### src/rtl/irq_pkg.sv
package irq_pkg;
  localparam int unsigned REG_AW = 8;
  localparam logic [REG_AW-1:0] OFS_VIEW0  = 8'h00;
  localparam logic [REG_AW-1:0] OFS_VIEW1  = 8'h04;
  localparam logic [REG_AW-1:0] OFS_ROUTE  = 8'h20;
  localparam logic [REG_AW-1:0] OFS_LEVEL  = 8'h30;
  localparam logic [REG_AW-1:0] OFS_SETEN  = 8'h34;
  localparam logic [REG_AW-1:0] OFS_CLREN  = 8'h38;

  typedef enum logic [2:0] {
    SEL_NONE, SEL_VIEW0, SEL_VIEW1, SEL_ROUTE, SEL_LEVEL, SEL_SETEN, SEL_CLREN
  } reg_sel_e;

  function automatic reg_sel_e decode(input logic [REG_AW-1:0] a);
    case (a)
      OFS_VIEW0: return SEL_VIEW0;
      OFS_VIEW1: return SEL_VIEW1;
      OFS_ROUTE: return SEL_ROUTE;
      OFS_LEVEL: return SEL_LEVEL;
      OFS_SETEN: return SEL_SETEN;
      OFS_CLREN: return SEL_CLREN;
      default:   return SEL_NONE;
    endcase
  endfunction
endpackage

### src/rtl/irq_sync.sv
module irq_sync #(
  parameter int unsigned WIDTH  = 32,
  parameter int unsigned STAGES = 2
) (
  input  logic             clk,
  input  logic             rst,
  input  logic [WIDTH-1:0] d,
  output logic [WIDTH-1:0] q
);
  logic [WIDTH-1:0] stage [STAGES];

  generate
    for (genvar s = 0; s < STAGES; s++) begin : g_stage
      if (s == 0) begin : g_first
        always_ff @(posedge clk) begin
          if (rst) stage[0] <= '0;
          else     stage[0] <= d;
        end
      end else begin : g_next
        always_ff @(posedge clk) begin
          if (rst) stage[s] <= '0;
          else     stage[s] <= stage[s-1];
        end
      end
    end
  endgenerate

  assign q = stage[STAGES-1];
endmodule

### src/rtl/irq_regs.sv
module irq_regs
  import irq_pkg::*;
#(
  parameter int unsigned NSRC = 32
) (
  input  logic              clk,
  input  logic              rst,
  input  logic              wr_en,
  input  logic [REG_AW-1:0] addr,
  input  logic [NSRC-1:0]   wdata,
  output logic [NSRC-1:0]   en_mask,
  output logic [NSRC-1:0]   route_mask
);
  reg_sel_e sel;
  assign sel = decode(addr);

  always_ff @(posedge clk) begin
    if (rst) begin
      en_mask    <= '0;
      route_mask <= '0;
    end else if (wr_en) begin
      case (sel)
        SEL_SETEN: en_mask    <= en_mask | wdata;
        SEL_CLREN: en_mask    <= en_mask & ~wdata;
        SEL_ROUTE: route_mask <= wdata;
        default:   ;
      endcase
    end
  end
endmodule

### src/rtl/irq_mask.sv
module irq_mask #(
  parameter int unsigned NSRC = 32
) (
  input  logic            clk,
  input  logic            rst,
  input  logic [NSRC-1:0] raw,
  input  logic [NSRC-1:0] en_mask,
  input  logic [NSRC-1:0] route_mask,
  output logic [NSRC-1:0] view0,
  output logic [NSRC-1:0] view1,
  output logic            irq0,
  output logic            irq1
);
  localparam int unsigned GBIT = NSRC - 1;
  localparam logic [NSRC-1:0] SRC_BITS = {1'b0, {(NSRC-1){1'b1}}};

  always_comb begin
    view0 = raw & en_mask & ~route_mask & SRC_BITS;
    view1 = raw & en_mask &  route_mask & SRC_BITS;
  end

  always_ff @(posedge clk) begin
    if (rst) begin
      irq0 <= 1'b0;
      irq1 <= 1'b0;
    end else begin
      irq0 <= en_mask[GBIT] & (|view0);
      irq1 <= en_mask[GBIT] & (|view1);
    end
  end
endmodule

### src/rtl/irq_rdmux.sv
module irq_rdmux
  import irq_pkg::*;
#(
  parameter int unsigned NSRC = 32
) (
  input  logic              clk,
  input  logic              rst,
  input  logic              rd_en,
  input  logic [REG_AW-1:0] addr,
  input  logic [NSRC-1:0]   view0,
  input  logic [NSRC-1:0]   view1,
  input  logic [NSRC-1:0]   route_mask,
  input  logic [NSRC-1:0]   raw,
  input  logic [NSRC-1:0]   en_mask,
  output logic [NSRC-1:0]   rdata,
  output logic              rd_valid
);
  logic [NSRC-1:0] mux;

  always_comb begin
    case (decode(addr))
      SEL_VIEW0: mux = view0;
      SEL_VIEW1: mux = view1;
      SEL_ROUTE: mux = route_mask;
      SEL_LEVEL: mux = raw;
      SEL_SETEN: mux = en_mask;
      default:   mux = '0;
    endcase
  end

  always_ff @(posedge clk) begin
    if (rst) begin
      rdata    <= '0;
      rd_valid <= 1'b0;
    end else begin
      rd_valid <= rd_en;
      if (rd_en) rdata <= mux;
    end
  end
endmodule

### src/rtl/irq_router.sv
module irq_router
  import irq_pkg::*;
#(
  parameter int unsigned NSRC        = 32,
  parameter int unsigned SYNC_STAGES = 2
) (
  input  logic              clk,
  input  logic              rst,
  input  logic              wr_en,
  input  logic              rd_en,
  input  logic [REG_AW-1:0] addr,
  input  logic [NSRC-1:0]   wdata,
  output logic [NSRC-1:0]   rdata,
  output logic              rd_valid,
  input  logic [NSRC-1:0]   src_lvl,
  output logic              cpu_irq0,
  output logic              cpu_irq1
);
  logic [NSRC-1:0] raw, en_mask, route_mask, view0, view1;

  irq_sync #(.WIDTH(NSRC), .STAGES(SYNC_STAGES)) u_sync (
    .clk(clk), .rst(rst), .d(src_lvl), .q(raw)
  );

  irq_regs #(.NSRC(NSRC)) u_regs (
    .clk(clk), .rst(rst), .wr_en(wr_en), .addr(addr), .wdata(wdata),
    .en_mask(en_mask), .route_mask(route_mask)
  );

  irq_mask #(.NSRC(NSRC)) u_mask (
    .clk(clk), .rst(rst), .raw(raw), .en_mask(en_mask),
    .route_mask(route_mask), .view0(view0), .view1(view1),
    .irq0(cpu_irq0), .irq1(cpu_irq1)
  );

  irq_rdmux #(.NSRC(NSRC)) u_rdmux (
    .clk(clk), .rst(rst), .rd_en(rd_en), .addr(addr),
    .view0(view0), .view1(view1), .route_mask(route_mask), .raw(raw),
    .en_mask(en_mask), .rdata(rdata), .rd_valid(rd_valid)
  );
endmodule

### config.mk
export PLATFORM = sky130hd
export DESIGN_NAME = irq_router
export DESIGN_NICKNAME = d
export VERILOG_FILES = /design/src/rtl/irq_pkg.sv /design/src/rtl/irq_sync.sv /design/src/rtl/irq_regs.sv /design/src/rtl/irq_mask.sv /design/src/rtl/irq_rdmux.sv /design/src/rtl/irq_router.sv
export SDC_FILE = /design/constraint.sdc
export NUM_CORES = 1
export LEC_CHECK = 0
export ABC_AREA = 0
export BUFFER_PORTS_ARGS = -buffer_cell sky130_fd_sc_hd__buf_4
export CORE_ASPECT_RATIO = 0.5
export CORE_MARGIN = 1.5
export CORE_UTILIZATION = 29
export CTS_CLUSTER_DIAMETER = 30
export DETAILED_ROUTE_END_ITERATION = 12
export MAX_ROUTING_LAYER = met4
export PLACE_DENSITY = 0.57
export SLEW_MARGIN = 0
export SYNTH_ARGS = -nofsm -noshare
export SYNTH_HDL_FRONTEND = slang
export SYNTH_SLANG_ARGS = --single-unit
### constraint.sdc
create_clock -name clk -period 2.3 [get_ports clk]
set_input_delay 0.115 -clock clk [delete_from_list [all_inputs] [get_ports clk]]
set_output_delay 0.115 -clock clk [all_outputs]
set_load 0.02 [all_outputs]
==> impl_metrics.yaml, run 1 <==
route:
  firstDrtPassIters: 5
  first_iter_violations: 313
  num_vias: 5954
  avgViaCountPerCell: 4.999
  drt-total-wl_mm: 21.60
  wl_per_cell_um: 18.14
  drc: 0
  postRouteAntennaNets: 0
yosys:
  synth_top_area_share_pct: 46.26
  ys.flop_type: "dfxtp_1"
  netlist_instances: 706
  ys_top_cells_by_area: "dfxtp_1 46%, mux2i_1 9.1%, nor2b_1 5.9%, xnor2_1 4.0%, a22o_1 3.8%"
  synthArstFlopShare_pct: 0
  synth_commonest_cells: "163 x dfxtp_1, 66 x nor2b_1, 64 x mux2i_1, 42 x o22ai_1"
  synth_mux_area_share_pct: 9.081
  synth-edff-count: 0
  syn-num-nets: 782
  synth_top_family_by_area: "simple AND/OR/NAND/NOR gates"
  seq_area_frac_synth_pct: 46.26
  synth_fa_ha_area_share_pct: 0
  ys.warnings.count: 0
  ys_ff_latch: 163
  avgSynthCellArea_um2: 9.992
  synth_cell_types: 33
  synth.most_common_cell: "dfxtp_1"
  yosysTopAreaCell: "dfxtp_1"
  yosys.area_share.xor_xnor_pct: 3.973
  yosys.area_share.simple_pct: 18.80
  synth_compound_area_share_pct: 17.79
  synthesis.area_um2: 7054
sta:
  fmax_mhz: 713.5
  tns_ns: 0
  hold_slack_ns: 0.08349
  post-route-min-period_ns: 1.401
  final_hold_viol_count: 0
  drv_slew: 0
  worst_pin_slew_ns: 0.5782
  finalSetupViolations: 0
  fin_skew_ns: 0.007913
  relSlewSlack_pct: 61.45
  rsz0062_at_grt: "no"
  fin_crit_sh_pct: 60.93
floorplan:
  coreArea_um2: 23920
  start_util_pct: 29.49
  die_h_um: 113.3
  die-area_um2: 25330
  die_w_um: 223.6
  rows: 40
  io_pins: 111
grt:
  grt_max_degree: 54
  grt_pass1_vias: 5851
  grt_use_total_pct: 17.72
  grt_overflow: 0
  grt_pass1_wl_mm: 33.44
  antenna_found_initial: 0
clock_network:
  clock_sinks: 163
  postCtsSetupRepairBufs: 0
  cts_root_buffer: "clkbuf_16"
  cts_made_buffers: 17
  ctsLongestPathBuffers: 2
  cts_tree: "yes"
  path_clk_slew_ns: 0.06
  cts.repair.resized: 0
  clock_latency_ns: 0.43
  h-tree-depth: 4
placement:
  gp_congestion: 0.8103
  dp_hpwl_mm: 14.19
  io_buffers: 110
power_and_ir_drop:
  comb_power_share_pct: 7.9
  power_density_nw_per_um2: 651.5
  p_int_w: 0.004720
  power_switching_w: 0.001386
  pwr-share-seq_pct: 47.7
  p_leak_nw: 3.534
  pwr-share-clk_pct: 44.4
  ir_worst_vdd_mv: 0.3847
  finalPower_w: 0.006106
  swShare_pct: 22.69
finish:
  antenna_cells: 0
  syn_to_final_growth_pct: 32.85
  fill_cells: 2393
  nNetsFinal: 940
  final_layout_size_suffix_gt1_share_pct: 19.29
status:
  outcome: "finished clean"
hold_path:
  hp-class: "primary input to flop"
critical_path:
  setup.worst_path.class: "flop to flop"
  worstPathRequired_ns: 2.57
  crit_path_end_kind: "flop"
  worstPathArrival_ns: 1.67
  critPathMaxFanout: 5
  worstSetupStartpointType: "flop"
flow_run:
  cap_violations: 0
power groups by stage:
stage / registers, W / logic (W) / clock network, W
global placement: 0.00297 / 0.000386 / 0
floorplan: 0.00296 / 0.000205 / 0
finish: 0.00291 / 0.000483 / 0.00271
CTS: 0.00291 / 0.000484 / 0.00276
detailed placement: 0.00297 / 0.000393 / 0
global route: 0.00291 / 0.000517 / 0.00288
through the flow:
| step | util [%] | setup WS, ns | instances | instance area, um^2 |
|---|---|---|---|---|
| after floorplan | - | 0.6997 | 706 | 7054 |
| after global placement | 34.10 | 0.5449 | 1095 | 8157 |
| after detailed placement | 34.10 | 0.5004 | 1095 | 8157 |
| after CTS | 39.17 | 0.9123 | 1191 | 9371 |
| after global routing | 39.17 | 0.8073 | 1191 | 9371 |
| final | 39.17 | 0.8985 | 1191 | 9371 |
area by class of cell:
class / count / area [um^2] / area share (%)
clock buffer: 22 / 484.2 / 5.167
clock inverter: 9 / 80.08 / 0.8545
inverter: 1 / 3.754 / 0.04005
multi-input combinational: 491 / 3507 / 37.42
sequential: 163 / 3263 / 34.82
tap: 315 / 394.1 / 4.206
timing repair buffer: 190 / 1639 / 17.49
worst paths after layout:
kind | from | end | slack [ns] | depth (start not counted)
worst min register to register | u_sync.stage[0][6] | u_sync.stage[1][6] | 0.44 | 1
worst max-delay path | u_regs.route_mask[6] | u_mask.irq0 | 0.90 | 4
worst min-delay path | addr[3] | u_rdmux.rdata[31] | 0.08 | 4
worst max register to register | u_regs.route_mask[6] | u_mask.irq0 | 0.90 | 4
cells in the final DEF (no fill, tap or decap), types with 6 or more instances in the layout:
cell type	instances
nand4_1	8
a22o_1	31
clkbuf_16	17
xnor2_1	32
buf_4	121
nand3b_1	6
dlygate4sd3_1	65
and3b_1	31
nor2b_1	65
a21oi_1	34
o22ai_1	42
nand2_1	26
a22oi_1	31
mux2i_1	64
a211oi_2	7
dfxtp_1	163
nand3_1	35
nor2_1	34
a211oi_1	25
layer usage:
| metal | up-vias | global-route usage, % | wire length, um |
|---|---|---|---|
| met5 | - | - | 0 |
| met2 | 120 | 27.85 | 10040 |
| li1 | 2902 | - | - |
| met3 | 17 | 3.480 | 896 |
| met1 | 2915 | 23.14 | 10420 |
| met4 | 0 | 5.135 | 252 |
worst max-delay path, stage by stage (launching register included):
cell and delay, ns:
dfxtp_1 0.40, nand3b_1 0.23, o2111ai_1 0.21, nor3_1 0.23
a41oi_1 0.18
logic make-up (layout without fill, tap and decap cells):
kind of cell	after synthesis	count (layout)
buffers and inverters	52	222
AND/OR/NAND/NOR	220	220
AO/OA/AOI/OAI	175	175
XOR/XNOR	32	32
multiplexers	64	64
flip-flops	163	163
timing repair:
item | CTS | global route
hold endpoints to repair | 98 | 0
hold buffers | 65 | 0
endpoints found under the setup margin | 0 | 0
Note: power is estimated with default switching activity, not from simulation.
==> run 2, diff against run 1 <==
--- a/config.mk
+++ b/config.mk
@@ -13,7 +13,7 @@
 export CTS_CLUSTER_DIAMETER = 30
 export DETAILED_ROUTE_END_ITERATION = 12
 export MAX_ROUTING_LAYER = met4
-export PLACE_DENSITY = 0.57
+export PLACE_DENSITY = 0.59
 export SLEW_MARGIN = 0
 export SYNTH_ARGS = -nofsm -noshare
 export SYNTH_HDL_FRONTEND = slang
==> constraint.sdc (replaced) <==
create_clock -name clk -period 1.15 [get_ports clk]
set_input_delay 0.0575 -clock clk [delete_from_list [all_inputs] [get_ports clk]]
set_output_delay 0.0575 -clock clk [all_outputs]
set_load 0.02 [all_outputs]
==> run 2 against run 1 <==
The run now ends with setup timing left. Clock skew about the same. Fmax increased by 12%. Hold slack improved by 0.013 ns. Register-to-register slack got worse by 1.0 ns. Routed wire length increased by 8.9%. Power increased by 110%. Count of clock-buffer cells in the layout decreased by 4. Non-clock buffer count increased by 103. First-iteration DRC count increased by 27%. Utilization increased by 6.8 points. Largest power group is now the clock network.
==> impl_metrics.yaml, run 2 (same netlist as run 1, synthesis figures left out) <==
sta:
  relSlewSlack_pct: 69.19
  final_hold_viol_count: 0
  worst_pin_slew_ns: 0.4622
  worst_slack_ns: -0.09771
  drv_slew: 0
  fin_skew_ns: 0.007525
  fin_crit_sh_pct: 108.5
  finalSetupViolations: 68
  post-route-min-period_ns: 1.248
  fmax_mhz: 801.5
  rsz0062_at_grt: "yes"
route:
  first_iter_violations: 396
  wl_per_cell_um: 18.16
  firstDrtPassIters: 5
  drc: 0
  postRouteAntennaNets: 0
  num_vias: 6436
  avgViaCountPerCell: 4.970
  met1Wirelength_mm: 10.80
  drt-total-wl_mm: 23.52
  wl_met2_mm: 11.11
  topRoutingLayerUsed: "met4"
  dr_wl_met3_mm: 1.186
grt:
  grt_pass1_wl_mm: 36.02
  grt_max_degree: 57
  grt_use_total_pct: 19.11
  grt_overflow: 0
  grt_pass1_vias: 6543
  antenna_found_initial: 0
clock_network:
  cts_root_buffer: "clkbuf_16"
  ctsLongestPathBuffers: 2
  clock_sinks: 163
  path_clk_slew_ns: 0.06
  cts_tree: "yes"
  h-tree-depth: 4
  cts_made_buffers: 17
  clock_latency_ns: 0.43
power_and_ir_drop:
  ir_worst_vdd_mv: 0.7710
  p_leak_nw: 4.307
  finalPower_w: 0.01297
  power_density_nw_per_um2: 1180
floorplan:
  start_util_pct: 29.49
  coreArea_um2: 23920
  io_pins: 111
  die_h_um: 113.3
  die_w_um: 223.6
  die-area_um2: 25330
  rows: 40
status:
  outcome: "finished, violations left"
  violations: "setup timing"
critical_path:
  timing.rr.start: "u_sync.stage[1][19]"
  worstPathRequired_ns: 1.49
  critPathSlowestCell: "dfxtp_1"
  critPathMaxFanout: 2
  reg2reg_slack_ns: -0.1
  worstSetupStartpointType: "flop"
  setup.worst_path.class: "flop to flop"
  worstPathArrival_ns: 1.59
  crit_path_end_kind: "flop"
  cp-startpoint: "u_sync.stage[1][19]"
  r2r_cells: 5
  slowest_delay_ns: 0.33
  worstPathCellList: "nand2_1 > o22ai_1 > nor4_2 > buf_4 > a41oi_2"
  r2r-end: "u_mask.irq0"
  crit_path_end: "u_mask.irq0"
finish:
  fin_util_pct: 45.95
  final_cell_mix: "185 x buf_4, 120 x dfxtp_1, 66 x dlygate4sd3_1"
  final_common_cell: "buf_4"
  syn_to_final_growth_pct: 55.83
  nNetsFinal: 1043
  final_layout_size_suffix_gt1_share_pct: 39.59
  antenna_cells: 0
flow_run:
  cap_violations: 0
hold_path:
  hp-class: "primary input to flop"
placement:
  dp_hpwl_mm: 15.90
  io_buffers: 110
  gp_congestion: 0.8029
## run 2: worst min-delay path by stage
stage                start                  end  slack [ns]  cells after the start
3_3_place_gp   src_lvl[23]  u_sync.stage[0][23]        0.27                      2
5_1_grt                rst          u_mask.irq0        0.09                      3
2_1_floorplan          rst     u_rdmux.rd_valid        0.14                      1
3_5_place_dp     wdata[31]                 flop        0.27                      2
4_1_cts                rst          u_mask.irq0        0.09                      3
6_report               rst          u_mask.irq0         0.1                      3
## run 2: repair_timing
item	4_1_cts	5_1_grt
hold endpoints to repair	98	0
endpoints found under the setup margin	96	97
pin swaps	31	51
gates cloned	3	2
setup buffers	7	3
gates resized for setup	50	74
hold buffers	66	0
## run 2: report_power, final
group	total (W)	internal, W	switching (W)
combinational	0.00118	0.000634	0.000544
clock	0.00598	0.00351	0.00247
sequential	0.00582	0.00575	0.0000630
total	0.0130	0.00990	0.00307
## run 2: critical path: cells and delay by family (launching register included)
kind | cells | cell delay, ns
flip-flops | 1 | 0.33
buffers and inverters | 1 | 0.15
AND/OR/NAND/NOR | 2 | 0.14
AO/OA/AOI/OAI | 2 | 0.54
## run 2: per-stage QoR
| stage | std cells | instance area (um^2) | TNS [ns] | hold slack, ns | setup slack, ns |
|---|---|---|---|---|---|
| global placement | 1186 | 9075 | -47.16 | 0.2658 | -0.5498 |
| global route | 1295 | 10990 | -5.427 | 0.08885 | -0.1181 |
| finish | 1295 | 10990 | -2.743 | 0.09695 | -0.09771 |
| floorplan | 706 | 7191 | -28.13 | 0.1411 | -0.3915 |
| detailed placement | 1186 | 9075 | -48.90 | 0.2705 | -0.5764 |
| CTS | 1290 | 10630 | -3.164 | 0.08838 | -0.1229 |
## run 2: cell type report
type	instances	area (um^2)
fill	2202	12930
multi-input combinational	491	3936
sequential	163	3319
timing repair buffer	293	2725
clock buffer	18	439.2
tap	315	394.1
clock inverter	14	175.2
inverter	1	3.754
## run 2: per-layer routing
layer	vias up	GRT usage, %
li1	3125	-
met1	3131	24.17
met2	146	30.34
met3	34	4.466
met4	0	5.946
met5	-	-
